`src/rtl/mw_eeprom_pkg.sv`:
```
package mw_eeprom_pkg;

  typedef enum logic [2:0] {
    OP_READ,
    OP_WEN,
    OP_WRITE,
    OP_POLL,
    OP_WDS
  } op_e;

  // nanoseconds to clock cycles, rounded up, never below one
  function automatic int ns_to_cyc(longint clk_hz, longint ns);
    longint c;
    c = (ns * clk_hz + 64'd999_999_999) / 64'd1_000_000_000;
    return (c < 1) ? 1 : int'(c);
  endfunction

  function automatic int max2(int a, int b);
    return (a > b) ? a : b;
  endfunction

endpackage

```
`src/rtl/mw_gap_timer.sv`:
```
module mw_gap_timer #(
  parameter int CW = 4
) (
  input  logic          clk_i,
  input  logic          rst_ni,
  input  logic          start_i,
  input  logic [CW-1:0] len_i,
  output logic          done_o
);

  logic [CW-1:0] cnt_q;
  logic          run_q;

  assign done_o = run_q && (cnt_q == '0);

  always_ff @(posedge clk_i or negedge rst_ni) begin
    if (!rst_ni) begin
      cnt_q <= '0;
      run_q <= 1'b0;
    end else if (start_i) begin
      cnt_q <= len_i - CW'(1);
      run_q <= 1'b1;
    end else if (run_q) begin
      if (cnt_q == '0) run_q <= 1'b0;
      else             cnt_q <= cnt_q - CW'(1);
    end
  end

endmodule

```
`src/rtl/mw_bit_phy.sv`:
```
module mw_bit_phy #(
  parameter int SU_CYC = 1,
  parameter int HI_CYC = 1,
  parameter int LO_CYC = 1
) (
  input  logic clk_i,
  input  logic rst_ni,
  input  logic start_i,
  input  logic bit_i,
  input  logic din_i,
  output logic sck_o,
  output logic dout_o,
  output logic done_o,
  output logic sample_o
);

  import mw_eeprom_pkg::*;

  localparam int MAXC = max2(SU_CYC, max2(HI_CYC, LO_CYC));
  localparam int CW   = $clog2(MAXC + 1);

  typedef enum logic [1:0] {P_IDLE, P_SU, P_HI, P_LO} phase_e;

  phase_e        ph_q;
  logic [CW-1:0] cnt_q;

  always_ff @(posedge clk_i or negedge rst_ni) begin
    if (!rst_ni) begin
      ph_q     <= P_IDLE;
      cnt_q    <= '0;
      sck_o    <= 1'b0;
      dout_o   <= 1'b0;
      done_o   <= 1'b0;
      sample_o <= 1'b0;
    end else begin
      done_o <= 1'b0;
      case (ph_q)
        P_IDLE: if (start_i) begin
          dout_o <= bit_i;
          cnt_q  <= CW'(SU_CYC - 1);
          ph_q   <= P_SU;
        end
        P_SU: if (cnt_q == '0) begin
          sck_o <= 1'b1;
          cnt_q <= CW'(HI_CYC - 1);
          ph_q  <= P_HI;
        end else cnt_q <= cnt_q - CW'(1);
        P_HI: if (cnt_q == '0) begin
          sck_o <= 1'b0;
          cnt_q <= CW'(LO_CYC - 1);
          ph_q  <= P_LO;
        end else cnt_q <= cnt_q - CW'(1);
        P_LO: if (cnt_q == '0) begin
          // device output is taken once the full pulse has completed
          sample_o <= din_i;
          done_o   <= 1'b1;
          ph_q     <= P_IDLE;
        end else cnt_q <= cnt_q - CW'(1);
        default: ph_q <= P_IDLE;
      endcase
    end
  end

endmodule

```
`src/rtl/mw_eeprom_ctrl.sv`:
```
module mw_eeprom_ctrl #(
  parameter longint CLK_HZ    = 100_000_000,
  parameter int     ADDR_W    = 7,
  parameter int     DATA_W    = 8,
  parameter int     T_CSS_NS  = 50,
  parameter int     T_SU_NS   = 100,
  parameter int     T_HIGH_NS = 250,
  parameter int     T_LOW_NS  = 250,
  parameter int     T_CSH_NS  = 250,
  parameter int     MAX_POLL  = 16384
) (
  input  logic              clk_i,
  input  logic              rst_ni,
  input  logic              req_i,
  input  logic              we_i,
  input  logic [ADDR_W-1:0] addr_i,
  input  logic [DATA_W-1:0] wdata_i,
  output logic              busy_o,
  output logic              done_o,
  output logic [DATA_W-1:0] rdata_o,
  output logic              err_o,
  output logic              cs_o,
  output logic              sck_o,
  output logic              dout_o,
  input  logic              din_i
);

  import mw_eeprom_pkg::*;

  localparam int CSS_CYC = ns_to_cyc(CLK_HZ, T_CSS_NS);
  localparam int SU_CYC  = ns_to_cyc(CLK_HZ, T_SU_NS);
  localparam int HI_CYC  = ns_to_cyc(CLK_HZ, T_HIGH_NS);
  localparam int LO_CYC  = ns_to_cyc(CLK_HZ, T_LOW_NS);
  localparam int CSH_CYC = ns_to_cyc(CLK_HZ, T_CSH_NS);
  localparam int DCW     = $clog2(max2(CSS_CYC, CSH_CYC) + 1);
  localparam int FRAME_W = ADDR_W + 3;
  localparam int SH_W    = FRAME_W + DATA_W;
  localparam int BCW     = $clog2(SH_W + 1);
  localparam int PCW     = $clog2(MAX_POLL + 1);

  typedef enum logic [2:0] {S_IDLE, S_CSS, S_LAUNCH, S_WAIT, S_CSH} state_e;

  state_e            state_q;
  op_e               op_q, ld_op;
  logic [ADDR_W-1:0] addr_q, addr_sel;
  logic [DATA_W-1:0] wdata_q, wdata_sel, rx_q;
  logic [SH_W-1:0]   sh_q, ld_sh;
  logic [BCW-1:0]    bits_q, ld_bits;
  logic [PCW-1:0]    poll_q;
  logic              dly_start_q, dly_done;
  logic [DCW-1:0]    dly_len_q;
  logic              phy_done, phy_sample;
  logic              last_op;

  // command frames: start bit, two opcode bits, address field
  logic [FRAME_W-1:0] fr_rd, fr_wr, fr_wen, fr_wds;
  assign fr_rd  = {3'b110, addr_sel};
  assign fr_wr  = {3'b101, addr_sel};
  assign fr_wen = {3'b100, 2'b11, {(ADDR_W-2){1'b0}}};
  assign fr_wds = {3'b100, {ADDR_W{1'b0}}};

  assign addr_sel  = (state_q == S_IDLE) ? addr_i  : addr_q;
  assign wdata_sel = (state_q == S_IDLE) ? wdata_i : wdata_q;

  always_comb begin
    if (state_q == S_IDLE) ld_op = we_i ? OP_WEN : OP_READ;
    else begin
      case (op_q)
        OP_WEN:   ld_op = OP_WRITE;
        OP_WRITE: ld_op = OP_POLL;
        default:  ld_op = OP_WDS;
      endcase
    end
    case (ld_op)
      OP_READ:  begin ld_sh = {fr_rd,  {DATA_W{1'b0}}}; ld_bits = BCW'(SH_W);    end
      OP_WRITE: begin ld_sh = {fr_wr,  wdata_sel};      ld_bits = BCW'(SH_W);    end
      OP_WEN:   begin ld_sh = {fr_wen, {DATA_W{1'b0}}}; ld_bits = BCW'(FRAME_W); end
      OP_WDS:   begin ld_sh = {fr_wds, {DATA_W{1'b0}}}; ld_bits = BCW'(FRAME_W); end
      default:  begin ld_sh = '0;                       ld_bits = '0;            end
    endcase
  end

  assign last_op = (op_q == OP_READ) || (op_q == OP_WDS);

  mw_gap_timer #(.CW(DCW)) u_gap (
    .clk_i   (clk_i),
    .rst_ni  (rst_ni),
    .start_i (dly_start_q),
    .len_i   (dly_len_q),
    .done_o  (dly_done)
  );

  mw_bit_phy #(.SU_CYC(SU_CYC), .HI_CYC(HI_CYC), .LO_CYC(LO_CYC)) u_phy (
    .clk_i    (clk_i),
    .rst_ni   (rst_ni),
    .start_i  (state_q == S_LAUNCH),
    .bit_i    (sh_q[SH_W-1]),
    .din_i    (din_i),
    .sck_o    (sck_o),
    .dout_o   (dout_o),
    .done_o   (phy_done),
    .sample_o (phy_sample)
  );

  always_ff @(posedge clk_i or negedge rst_ni) begin
    if (!rst_ni) begin
      state_q     <= S_IDLE;
      op_q        <= OP_READ;
      addr_q      <= '0;
      wdata_q     <= '0;
      rx_q        <= '0;
      sh_q        <= '0;
      bits_q      <= '0;
      poll_q      <= '0;
      dly_start_q <= 1'b0;
      dly_len_q   <= '0;
      cs_o        <= 1'b0;
      done_o      <= 1'b0;
      rdata_o     <= '0;
      err_o       <= 1'b0;
    end else begin
      dly_start_q <= 1'b0;
      done_o      <= 1'b0;
      case (state_q)
        S_IDLE: if (req_i) begin
          addr_q      <= addr_i;
          wdata_q     <= wdata_i;
          err_o       <= 1'b0;
          op_q        <= ld_op;
          sh_q        <= ld_sh;
          bits_q      <= ld_bits;
          poll_q      <= '0;
          cs_o        <= 1'b1;
          dly_start_q <= 1'b1;
          dly_len_q   <= DCW'(CSS_CYC);
          state_q     <= S_CSS;
        end
        S_CSS: if (dly_done) state_q <= S_LAUNCH;
        S_LAUNCH: state_q <= S_WAIT;
        S_WAIT: if (phy_done) begin
          if (op_q == OP_POLL) begin
            poll_q <= poll_q + PCW'(1);
            if (phy_sample || poll_q == PCW'(MAX_POLL - 1)) begin
              if (!phy_sample) err_o <= 1'b1;
              cs_o        <= 1'b0;
              dly_start_q <= 1'b1;
              dly_len_q   <= DCW'(CSH_CYC);
              state_q     <= S_CSH;
            end else state_q <= S_LAUNCH;
          end else begin
            sh_q   <= sh_q << 1;
            bits_q <= bits_q - BCW'(1);
            if (op_q == OP_READ && bits_q <= BCW'(DATA_W))
              rx_q <= {rx_q[DATA_W-2:0], phy_sample};
            if (bits_q == BCW'(1)) begin
              cs_o        <= 1'b0;
              dly_start_q <= 1'b1;
              dly_len_q   <= DCW'(CSH_CYC);
              state_q     <= S_CSH;
            end else state_q <= S_LAUNCH;
          end
        end
        S_CSH: if (dly_done) begin
          if (last_op) begin
            if (op_q == OP_READ) rdata_o <= rx_q;
            done_o  <= 1'b1;
            state_q <= S_IDLE;
          end else begin
            op_q        <= ld_op;
            sh_q        <= ld_sh;
            bits_q      <= ld_bits;
            poll_q      <= '0;
            cs_o        <= 1'b1;
            dly_start_q <= 1'b1;
            dly_len_q   <= DCW'(CSS_CYC);
            state_q     <= S_CSS;
          end
        end
        default: state_q <= S_IDLE;
      endcase
    end
  end

  assign busy_o = (state_q != S_IDLE);

endmodule

```
`config.mk`:
```
export PLATFORM = sky130hd
export DESIGN_NAME = mw_eeprom_ctrl
export DESIGN_NICKNAME = d
export VERILOG_FILES = /design/src/rtl/mw_eeprom_pkg.sv /design/src/rtl/mw_gap_timer.sv /design/src/rtl/mw_bit_phy.sv /design/src/rtl/mw_eeprom_ctrl.sv
export SDC_FILE = /design/constraint.sdc
export NUM_CORES = 1
export LEC_CHECK = 0
export CORE_MARGIN = 3
export CORE_UTILIZATION = 40
export CTS_CLUSTER_SIZE = 40
export DETAILED_ROUTE_END_ITERATION = 16
export DONT_BUFFER_PORTS = 1
export PLACE_DENSITY_LB_ADDON = 0.15
export RECOVER_POWER = 100
export SETUP_SLACK_MARGIN = 0.1
export SLEW_MARGIN = 20
export SYNTH_ARGS = -nofsm -noshare
export SYNTH_HDL_FRONTEND = slang
export SYNTH_SLANG_ARGS = --single-unit
```
`constraint.sdc`:
```
create_clock -name clk_i -period 5.35 [get_ports clk_i]
set_input_delay 0.2675 -clock clk_i [delete_from_list [all_inputs] [get_ports clk_i]]
set_output_delay 0.2675 -clock clk_i [all_outputs]
set_load 0.01 [all_outputs]
```
==> results.json, run 1 <==
{
  "run_status": "finished, violations left",
  "failed_checks": "capacitance limit, slew limit",
  "initial_core_util_pct": 42.0,
  "design.portCount": 34,
  "layout-drive-gt1-share_pct": 11.6,
  "nets_in_the_synthesized_netlist": 526,
  "critPathSlowestCell": "sky130_fd_sc_hd__and3b_1",
  "power-per-cell-area_nw_per_um2": 555,
  "share_of_the_yosys_chip_area_belonging_to_registers_pct": 49.8,
  "grt_pass1_wl_um": 17400,
  "dr.pass1.iters": 5,
  "net-switching-power_w": 0.00114,
  "max_slew_margin_pct": -61.4,
  "synth_area_leader_cell": "sky130_fd_sc_hd__dfrtp_1",
  "core_area_um2": 11700,
  "cts_inserted_buffers": 9,
  "async_flop_share_pct": 100,
  "drt_first_iter_violations": 221,
  "power_leakage_nw": 2.30,
  "setup_violations": 0,
  "synth_top_cells_by_count": "sky130_fd_sc_hd__dfrtp_1 (98), sky130_fd_sc_hd__nand2_1 (54), sky130_fd_sc_hd__o21ai_0 (43)",
  "timing.critical_path.cells": "and3b_1, a21o_1, nand4_1, clkbuf_1, or3_1, a21oi_1",
  "port-buffer-count": 0,
  "clock_path_buffers": 2,
  "dp_hpwl_um": 7120,
  "floorplan.die_area_um2": 13700,
  "timing_worst_setup_path_type": "reg -> reg",
  "tritoncts": "built",
  "fillCellCount": 1146,
  "min_path_type": "in -> reg",
  "netSwitchingFraction_pct": 38.8,
  "grt_max_degree": 99,
  "chipWidth_um": 117,
  "worst_ep_required_time_ns": 5.60,
  "post_synth.cell_area_avg_um2": 9.96,
  "max_freq_ghz": 0.324,
  "layout_min_cycle_time_ns": 3.08,
  "synth_edf_count": 0,
  "fp-row-count": 39,
  "clkLatencyLatePin_ns": 0.34,
  "antenna_found_initial": 0,
  "routed-via-count": 3560,
  "clock_tree.htree_level_count": 3,
  "critical_path.startpoint_type": "flip-flop",
  "area_delta_synth_final_pct": 7.81,
  "seq_power_share_pct": 40.3,
  "synth.lib_cells_used.distinct": 58,
  "clk_transition_reported_paths_ns": 0.07,
  "finalCritPeriodShare_pct": 57.6,
  "slowest_delay_ns": 0.82,
  "vias_in_the_first_global_route": 3440,
  "power_report.internal_total_w": 0.00180,
  "drt_drc_violations_left": 0,
  "max_slew.worst_pin.slew_ns": 2.42,
  "hold_violations": 0,
  "finish.net_count": 518,
  "post-synth-top-count-cell": "sky130_fd_sc_hd__dfrtp_1",
  "finClkSkew_ns": 0.00506,
  "synth_top_area_share_pct": 49.8,
  "syn_area_um2": 4920,
  "fp.dieH_um": 117,
  "cp_top_family": "simple AND/OR/NAND/NOR gates",
  "quantity_of_gates_resized_following_cts": 0,
  "route.detailed.wl_per_inst_um": 16.1,
  "tns_ns": 0,
  "timing.final.max_slew_violations": 99,
  "combinational_group_share_of_total_power_pct": 37.4,
  "yosys_register_bits": 98,
  "synth-warning-count": 0,
  "postRouteAntennaNets": 0,
  "dpl.cell_count": 616,
  "grt_setup_unrepaired": "false",
  "cts_root_buffer": "sky130_fd_sc_hd__clkbuf_16",
  "overflow": 0,
  "max_cap_viol_count": 1,
  "worst-endpoint-arrival_ns": 3.33,
  "detail_route.wirelength_um": 10200,
  "proportion_of_power_drawn_by_the_clock_network_pct": 22.3,
  "gp_congestion": 0.871,
  "critical_path.max_fanout": 30,
  "grtUsageTotal_pct": 16.1,
  "clock_sink_count": 98,
  "synthCells": 494,
  "n_antenna_cell": 0,
  "post_drt_via_cell_ratio": 5.62,
  "worst_ir_drop_vdd_v": 0.000259,
  "synthTopCellsByArea": "sky130_fd_sc_hd__dfrtp_1 (50%), sky130_fd_sc_hd__mux2_2 (7.6%), sky130_fd_sc_hd__o21ai_0 (4.4%)",
  "finish.cell_count_without_fillers": 634,
  "postSynth.topFlopCell": "sky130_fd_sc_hd__dfrtp_1",
  "path_buf_inv": 1,
  "crit_path_end_kind": "flip-flop"
}
==> what timing repair did <==
item	in CTS	in global routing
buffers inserted	0	0
hold buffers	2	0
hold endpoints to repair	98	0
==> per-layer routing <==
metal	track usage [%]	vias up	share of wire (%)
li1	-	1742	-
met1	22.8	1761	49
met2	24.3	42	45
met3	3.34	15	3.5
met4	6.27	0	1.7
met5	0	-	0
==> power groups by stage <==
| stage | Combinational [W] | Clock, W | Sequential [W] |
|---|---|---|---|
| floorplan | 0.000958 | 0 | 0.00110 |
| global placement | 0.00108 | 0 | 0.00119 |
| detailed placement | 0.00111 | 0 | 0.00120 |
| CTS | 0.00113 | 0.000676 | 0.00119 |
| global route | 0.00127 | 0.000703 | 0.00122 |
| finish | 0.00110 | 0.000657 | 0.00119 |
==> cell usage in the layout, fill, tap and decap left out, types with 6 or more instances in the layout <==
master	netlist	layout
sky130_fd_sc_hd__dfrtp_1	98	98
sky130_fd_sc_hd__nand2_1	54	54
sky130_fd_sc_hd__o21ai_0	43	44
sky130_fd_sc_hd__a21oi_1	34	34
sky130_fd_sc_hd__nor2_1	32	32
sky130_fd_sc_hd__mux2_2	33	32
sky130_fd_sc_hd__inv_1	21	21
sky130_fd_sc_hd__nor3_1	12	13
sky130_fd_sc_hd__nand3_1	12	12
sky130_fd_sc_hd__ha_1	12	12
sky130_fd_sc_hd__or3_1	10	10
sky130_fd_sc_hd__clkbuf_16	0	9
sky130_fd_sc_hd__o22ai_1	8	8
sky130_fd_sc_hd__and3_1	8	8
sky130_fd_sc_hd__nand4_1	7	7
sky130_fd_sc_hd__a2bb2oi_1	6	6
sky130_fd_sc_hd__xor2_1	6	6
==> stage by stage <==
step,area (um2),hold WS (ns),setup slack [ns],util [%],power (W)
floorplan,4920,-0.0281,3.30,-,0.00206
global placement,5010,-0.0242,2.63,42.8,0.00227
detailed placement,5010,-0.0239,2.53,42.8,0.00230
CTS,5350,0.0315,2.53,45.7,0.00299
global route,5300,0.0528,2.03,45.3,0.00320
finish,5300,0.0399,2.27,45.3,0.00295
==> layout make-up <==
cell class                 instances  area (um2)  share of cell area [%]
clock buffer                       9         225                    4.25
clock inverter                     7        78.8                    1.49
inverter                          21        78.8                    1.49
multi-input combinational        352        2260                    42.7
sequential                        98        2450                    46.2
tap                              143         179                    3.37
timing repair buffer               4        26.3                   0.495
==> final timing paths <==
| kind | start | end | slack (ns) | cells after the start |
|---|---|---|---|---|
| worst min register to register | sh_q[17]$_DFFE_PN0P_ | sh_q[17]$_DFFE_PN0P_ | 0.48 | 2 |
| worst max-delay path | state_q[2]$_DFFE_PN0P_ | bits_q[2]$_DFFE_PN0P_ | 2.27 | 6 |
| worst min-delay path | addr_i[6] | addr_q[6]$_DFFE_PN0P_ | 0.04 | 2 |
| worst max register to register | state_q[2]$_DFFE_PN0P_ | bits_q[2]$_DFFE_PN0P_ | 2.27 | 6 |
| min in group asynchronous | rst_ni | rdata_o[7]$_DFFE_PN0P_ | 1.18 | 2 |
| max in group asynchronous | rst_ni | dly_len_q[0]$_DFFE_PN0P_ | 2.71 | 2 |
==> state kept, by name, summed over array words and instances (netlist names), 3 cells and up <==
| register | count |
|---|---|
| sh_q | 18 |
| poll_q | 15 |
| rdata_o | 8 |
| rx_q | 8 |
| wdata_q | 8 |
| addr_q | 7 |
| bits_q | 5 |
| u_gap.cnt_q | 5 |
| u_phy.cnt_q | 5 |
| dly_len_q | 3 |
| op_q | 3 |
| state_q | 3 |
==> kinds of logic after synthesis <==
logic type,after synthesis,share of synthesized area (%)
compound gates,119,14.6
buf+inv,44,3.74
mux,35,7.96
fa+ha+maj,12,3.05
xor+xnor,10,1.78
flops,98,49.8
simple gates,176,19.0
No activity file was read; power rests on OpenSTA's default activity.
==> run 2: changes to the inputs <==
Clock period 5.35 ns to 2.7 ns, I/O delays scaled along.
==> run 2 against run 1 <==
The run now ends clean. Cell area increased by 5.6%. Worst hold slack better by 0.048 ns. Largest power group unchanged. Sequential share of layout area decreased by 2.4 points. Largest cell class unchanged. First-iteration DRC count increased by 8.6%. Power up 110%. Register-to-register slack worse by 2.0 ns.
==> results.json, run 2 (same netlist as run 1, synthesis figures left out) <==
{
  "clock_sink_count": 98,
  "postRouteAntennaNets": 0,
  "worst_ep_required_time_ns": 2.97,
  "detail_route.wirelength_um": 10400,
  "floorplan.die_area_um2": 13700,
  "finish.net_count": 545,
  "largestRegisters": "sh_q (18), poll_q (15)",
  "min_to": "sh_q[16]$_DFFE_PN0P_",
  "run_status": "complete, no violations",
  "timing.final.max_slew_violations": 0,
  "clk_transition_reported_paths_ns": 0.06,
  "largest_register_ff_count": 18,
  "grtUsageTotal_pct": 16.5,
  "power_leakage_nw": 2.44,
  "layout_min_cycle_time_ns": 2.39,
  "layout-drive-gt1-share_pct": 12.7,
  "cts_inserted_buffers": 9,
  "max_slew_margin_pct": 10.9,
  "max_slew.worst_pin.slew_ns": 1.34,
  "ff2ff_setup_slack_ns": 0.31,
  "finalCritPeriodShare_pct": 88.6,
  "grt_pass1_wl_um": 17600,
  "clkLatencyLatePin_ns": 0.34,
  "quantity_of_gates_resized_following_cts": 0,
  "worst-endpoint-arrival_ns": 2.67,
  "route.detailed.wl_per_inst_um": 15.7,
  "grt_max_degree": 99,
  "register_containing_the_most_flip_flops_in_the_final_layout": "sh_q",
  "final_cell_mix": "sky130_fd_sc_hd__dfrtp_1 (98), sky130_fd_sc_hd__nand2_1 (54), sky130_fd_sc_hd__o21ai_0 (44)",
  "setup_violations": 0,
  "worst_ir_drop_vdd_v": 0.000712,
  "max_freq_ghz": 0.418,
  "cts_root_buffer": "sky130_fd_sc_hd__clkbuf_16",
  "tns_ns": 0,
  "design.portCount": 34,
  "fp.dieH_um": 117,
  "critical_path.startpoint_type": "flip-flop",
  "max_cap_viol_count": 0,
  "timing_worst_setup_path_type": "reg -> reg",
  "gp_congestion": 0.824,
  "core_area_um2": 11700,
  "tritoncts": "built",
  "clock_tree.htree_level_count": 3,
  "crit_path_end_kind": "flip-flop",
  "clock_path_buffers": 2,
  "area_delta_synth_final_pct": 13.8,
  "finClkSkew_ns": 0.00505,
  "drt_first_iter_violations": 240,
  "vias_in_the_first_global_route": 3457,
  "timing.hold.worst.start": "we_i",
  "power-per-cell-area_nw_per_um2": 1090,
  "final_standard_cell_utilization_of_the_core_pct": 47.8,
  "port-buffer-count": 0,
  "routed-via-count": 3661,
  "antenna_found_initial": 0,
  "dr.pass1.iters": 4,
  "grt_setup_unrepaired": "false",
  "dp_hpwl_um": 7140,
  "regToRegEndpoint": "poll_q[14]$_DFFE_PN0P_",
  "whs_path_depth": 3,
  "initial_core_util_pct": 42.0,
  "critical_path.reg2reg.startpoint": "u_gap.cnt_q[1]$_DFFE_PN0P_",
  "worst-r2r-cell-count": 5,
  "chipWidth_um": 117,
  "post_drt_via_cell_ratio": 5.54,
  "fp-row-count": 39,
  "drt_drc_violations_left": 0,
  "mostFrequentLayoutCell": "sky130_fd_sc_hd__dfrtp_1",
  "critical_path.max_fanout": 11,
  "min_path_type": "in -> reg",
  "overflow": 0,
  "n_antenna_cell": 0,
  "hold_violations": 0
}
-- run 2: power by group --
part / total, W / switching [W] / internal [W]
Clock: 0.00150 / 0.000545 / 0.000953
Combinational: 0.00230 / 0.00132 / 0.000981
Sequential: 0.00232 / 0.000386 / 0.00193
-- run 2: layer usage --
metal  share of wire, %  up-vias  GRT usage [%]
met2                 47       45           25.4
met3                3.4       14           4.47
li1                   -     1813              -
met1                 48     1789           23.1
met4                1.8        0           4.89
met5                  0        -              0
-- run 2: worst max path at each step --
stage | startpoint | endpoint | slack (ns) | depth (start not counted)
2_1_floorplan | u_gap.cnt_q[1]$_DFFE_PN0P_ | rdata_o[0]$_DFFE_PN0P_ | 0.65 | 5
3_3_place_gp | u_gap.cnt_q[1]$_DFFE_PN0P_ | poll_q[14]$_DFFE_PN0P_ | 0.42 | 5
3_5_place_dp | u_gap.cnt_q[1]$_DFFE_PN0P_ | poll_q[14]$_DFFE_PN0P_ | 0.37 | 5
4_1_cts | u_gap.cnt_q[1]$_DFFE_PN0P_ | poll_q[14]$_DFFE_PN0P_ | 0.36 | 5
5_1_grt | state_q[0]$_DFFE_PN0P_ | wdata_q[6]$_DFFE_PN0P_ | 0.16 | 7
6_report | u_gap.cnt_q[1]$_DFFE_PN0P_ | poll_q[14]$_DFFE_PN0P_ | 0.31 | 5
-- run 2: area by class of cell --
class                      instances  area [um2]
clock buffer                      11         253
clock inverter                     5         100
fill                            1149        6110
inverter                          21        78.8
multi-input combinational        352        2280
sequential                        98        2450
tap                              143         179
timing repair buffer              31         256
-- run 2: per-stage QoR --
step                      cell area, um2  worst slack [ns]  std cells  total power [W]  hold slack [ns]
after floorplan                     4920             0.646        494          0.00408           -0.161
after detailed placement            5080             0.374        626          0.00464           -0.156
final                               5600             0.307        661          0.00612           0.0881
after global placement              5080             0.418        626          0.00458           -0.157
after global routing                5600             0.162        661          0.00666           0.0921
after CTS                           5640             0.360        661          0.00623           0.0718
-- run 2: what timing repair did --
item                                    in CTS  in global routing
hold endpoints to repair                   115                  0
hold buffers                                19                  0
buffers inserted                             0                  0
endpoints found under the setup margin       0                  0
-- run 2: critical path, cell delays in order (launching register included) --
cell and delay, ns:
sky130_fd_sc_hd__dfrtp_1 0.41, sky130_fd_sc_hd__or4b_1 0.63, sky130_fd_sc_hd__o211ai_4 0.37, sky130_fd_sc_hd__nand4bb_2 0.29, sky130_fd_sc_hd__or4_1 0.47, sky130_fd_sc_hd__a21oi_1 0.15
==> run 3: changes to the inputs <==
Settings changed: PLACE_DENSITY set to 0.67, PLACE_DENSITY_LB_ADDON 0.15 to not set.
==> run 3 against run 2 <==
Clock skew increased by 0.00095 ns. Flip-flop and latch count did not move. Critical endpoint is now poll_q[11]$_DFFE_PN0P_. Worst hold slack worse by 0.018 ns.
==> results.json, run 3 (same netlist as run 1, synthesis figures left out) <==
{
  "run_status": "complete, no violations",
  "finClkSkew_ns": 0.00601,
  "hold_violations": 0,
  "grt_setup_unrepaired": "false",
  "drt_first_iter_violations": 227,
  "grtUsageTotal_pct": 16.4,
  "post_drt_via_cell_ratio": 5.57,
  "worst_ep_required_time_ns": 2.93,
  "max_slew.worst_pin.slew_ns": 1.29,
  "critical_path.startpoint_type": "flip-flop",
  "stdcell_area_um2": 5520,
  "placedInstanceArea_um2": 5090,
  "initial_core_util_pct": 42.0,
  "power_leakage_nw": 2.41,
  "layout-drive-gt1-share_pct": 13.0,
  "final_cell_mix": "sky130_fd_sc_hd__dfrtp_1 (98), sky130_fd_sc_hd__nand2_1 (54), sky130_fd_sc_hd__o21ai_0 (44)",
  "vias_in_the_first_global_route": 3630,
  "dr.pass1.iters": 4,
  "dp_slack_ns": 0.423,
  "n_antenna_cell": 0,
  "gp_congestion": 0.838,
  "port-buffer-count": 0,
  "max_slew_margin_pct": 13.8,
  "ff2ff_setup_slack_ns": 0.34,
  "largestRegisters": "sh_q (18), poll_q (15)",
  "layout_min_cycle_time_ns": 2.36,
  "power-per-cell-area_nw_per_um2": 1050,
  "finish.net_count": 546,
  "critical_path.reg2reg.startpoint": "u_gap.cnt_q[1]$_DFFE_PN0P_",
  "antenna_found_initial": 0,
  "timing.hold.worst.start": "we_i",
  "quantity_of_gates_resized_following_cts": 0,
  "clock_path_buffers": 2,
  "register_containing_the_most_flip_flops_in_the_final_layout": "sh_q",
  "worst-endpoint-arrival_ns": 2.59,
  "worst_ir_drop_vdd_v": 0.000602,
  "min_path_type": "in -> reg",
  "chipWidth_um": 117,
  "cts_inserted_buffers": 9,
  "timing.final.max_slew_violations": 0,
  "clock_sink_count": 98,
  "overflow": 0,
  "critical_path.max_fanout": 13,
  "mostFrequentLayoutCell": "sky130_fd_sc_hd__dfrtp_1",
  "whs_path_depth": 3,
  "regToRegEndpoint": "poll_q[11]$_DFFE_PN0P_",
  "cts_setup_buffers": 0,
  "worst_setup_startpoint": "u_gap.cnt_q[1]$_DFFE_PN0P_",
  "grt_max_degree": 99,
  "dp_hpwl_um": 7090,
  "crit_path_end_kind": "flip-flop",
  "clock_tree.htree_level_count": 3,
  "clk_transition_reported_paths_ns": 0.06,
  "area_delta_synth_final_pct": 12.3,
  "floorplan.die_area_um2": 13700,
  "fp-row-count": 39,
  "setup_violations": 0,
  "largest_register_ff_count": 18,
  "route.detailed.wl_per_inst_um": 15.5,
  "cts_root_buffer": "sky130_fd_sc_hd__clkbuf_16",
  "clkLatencyLatePin_ns": 0.34,
  "min_to": "sh_q[16]$_DFFE_PN0P_",
  "worst-r2r-cell-count": 5,
  "detail_route.wirelength_um": 10200,
  "finalCritPeriodShare_pct": 87.5,
  "timing_worst_setup_path_type": "reg -> reg",
  "fp.dieH_um": 117,
  "design.portCount": 34,
  "core_area_um2": 11700,
  "max_cap_viol_count": 0,
  "grt_pass1_wl_um": 17700,
  "tritoncts": "built",
  "routed-via-count": 3673,
  "tns_ns": 0,
  "drt_drc_violations_left": 0,
  "fillCellCount": 1082,
  "post-route-worst-setup-slack_ns": 0.337,
  "max_freq_ghz": 0.423,
  "postRouteAntennaNets": 0
}
[run 3: cell types whose count changed in the layout (fill, tap and decap cells not counted), sizes merged]
cell    delta
buf        +4
clkbuf     -4
bufinv     -3
clkinv     +2
[run 3: critical path: stages, from the launching register on]
cell                      delay [ns]
sky130_fd_sc_hd__dfrtp_1        0.41
sky130_fd_sc_hd__or4b_1         0.63
sky130_fd_sc_hd__o32ai_1        0.33
sky130_fd_sc_hd__and2_0         0.51
sky130_fd_sc_hd__buf_4          0.29
sky130_fd_sc_hd__nor2_1         0.07
[run 3: area by class of cell]
cell class	count	area, um2	area share (%)
Clock buffer	10	239	4.33
Clock inverter	4	20.0	0.362
Inverter	21	78.8	1.43
Multi-Input combinational cell	352	2280	41.3
Sequential cell	98	2450	44.4
Tap cell	143	179	3.24
Timing Repair Buffer	32	274	4.96
[run 3: how the worst max path moves through the flow]
stage                                    end  slack [ns]  cells past startpoint
floorplan             rdata_o[0]$_DFFE_PN0P_        0.65                      5
global placement      poll_q[14]$_DFFE_PN0P_        0.46                      5
detailed placement    poll_q[14]$_DFFE_PN0P_        0.42                      5
CTS                   poll_q[14]$_DFFE_PN0P_        0.40                      5
global route        dly_len_q[0]$_DFFE_PN0P_        0.15                      7
finish                poll_q[11]$_DFFE_PN0P_        0.34                      5
[run 3: power breakdown]
part           internal [W]  total [W]  switching [W]
combinational       0.00101    0.00232        0.00131
clock              0.000632    0.00115       0.000521
sequential          0.00193    0.00233       0.000397
total               0.00358    0.00580        0.00222
[run 3: metrics by stage]
stage               power [W]  utilization (%)  instances  hold slack, ns
CTS                   0.00587             47.5        660          0.0639
finish                0.00580             47.2        660          0.0696
global placement      0.00456             43.5        627          -0.154
detailed placement    0.00464             43.5        627          -0.155
floorplan             0.00408                -        494          -0.161
global route          0.00630             47.2        660           0.115
[run 3: routing by layer]
layer	part of all wire (%)	track usage, %	routed length (um)
met1	46	22.2	4730
met2	46	25.1	4730
met3	4.9	3.96	495
met4	2.5	7.49	251
met5	0	0	0
[run 3: timing repair]
| item | 4_1_cts | 5_1_grt |
|---|---|---|
| hold buffers | 19 | 0 |
| endpoints found under the hold margin | 115 | 0 |
| endpoints found under the setup margin | 0 | 0 |
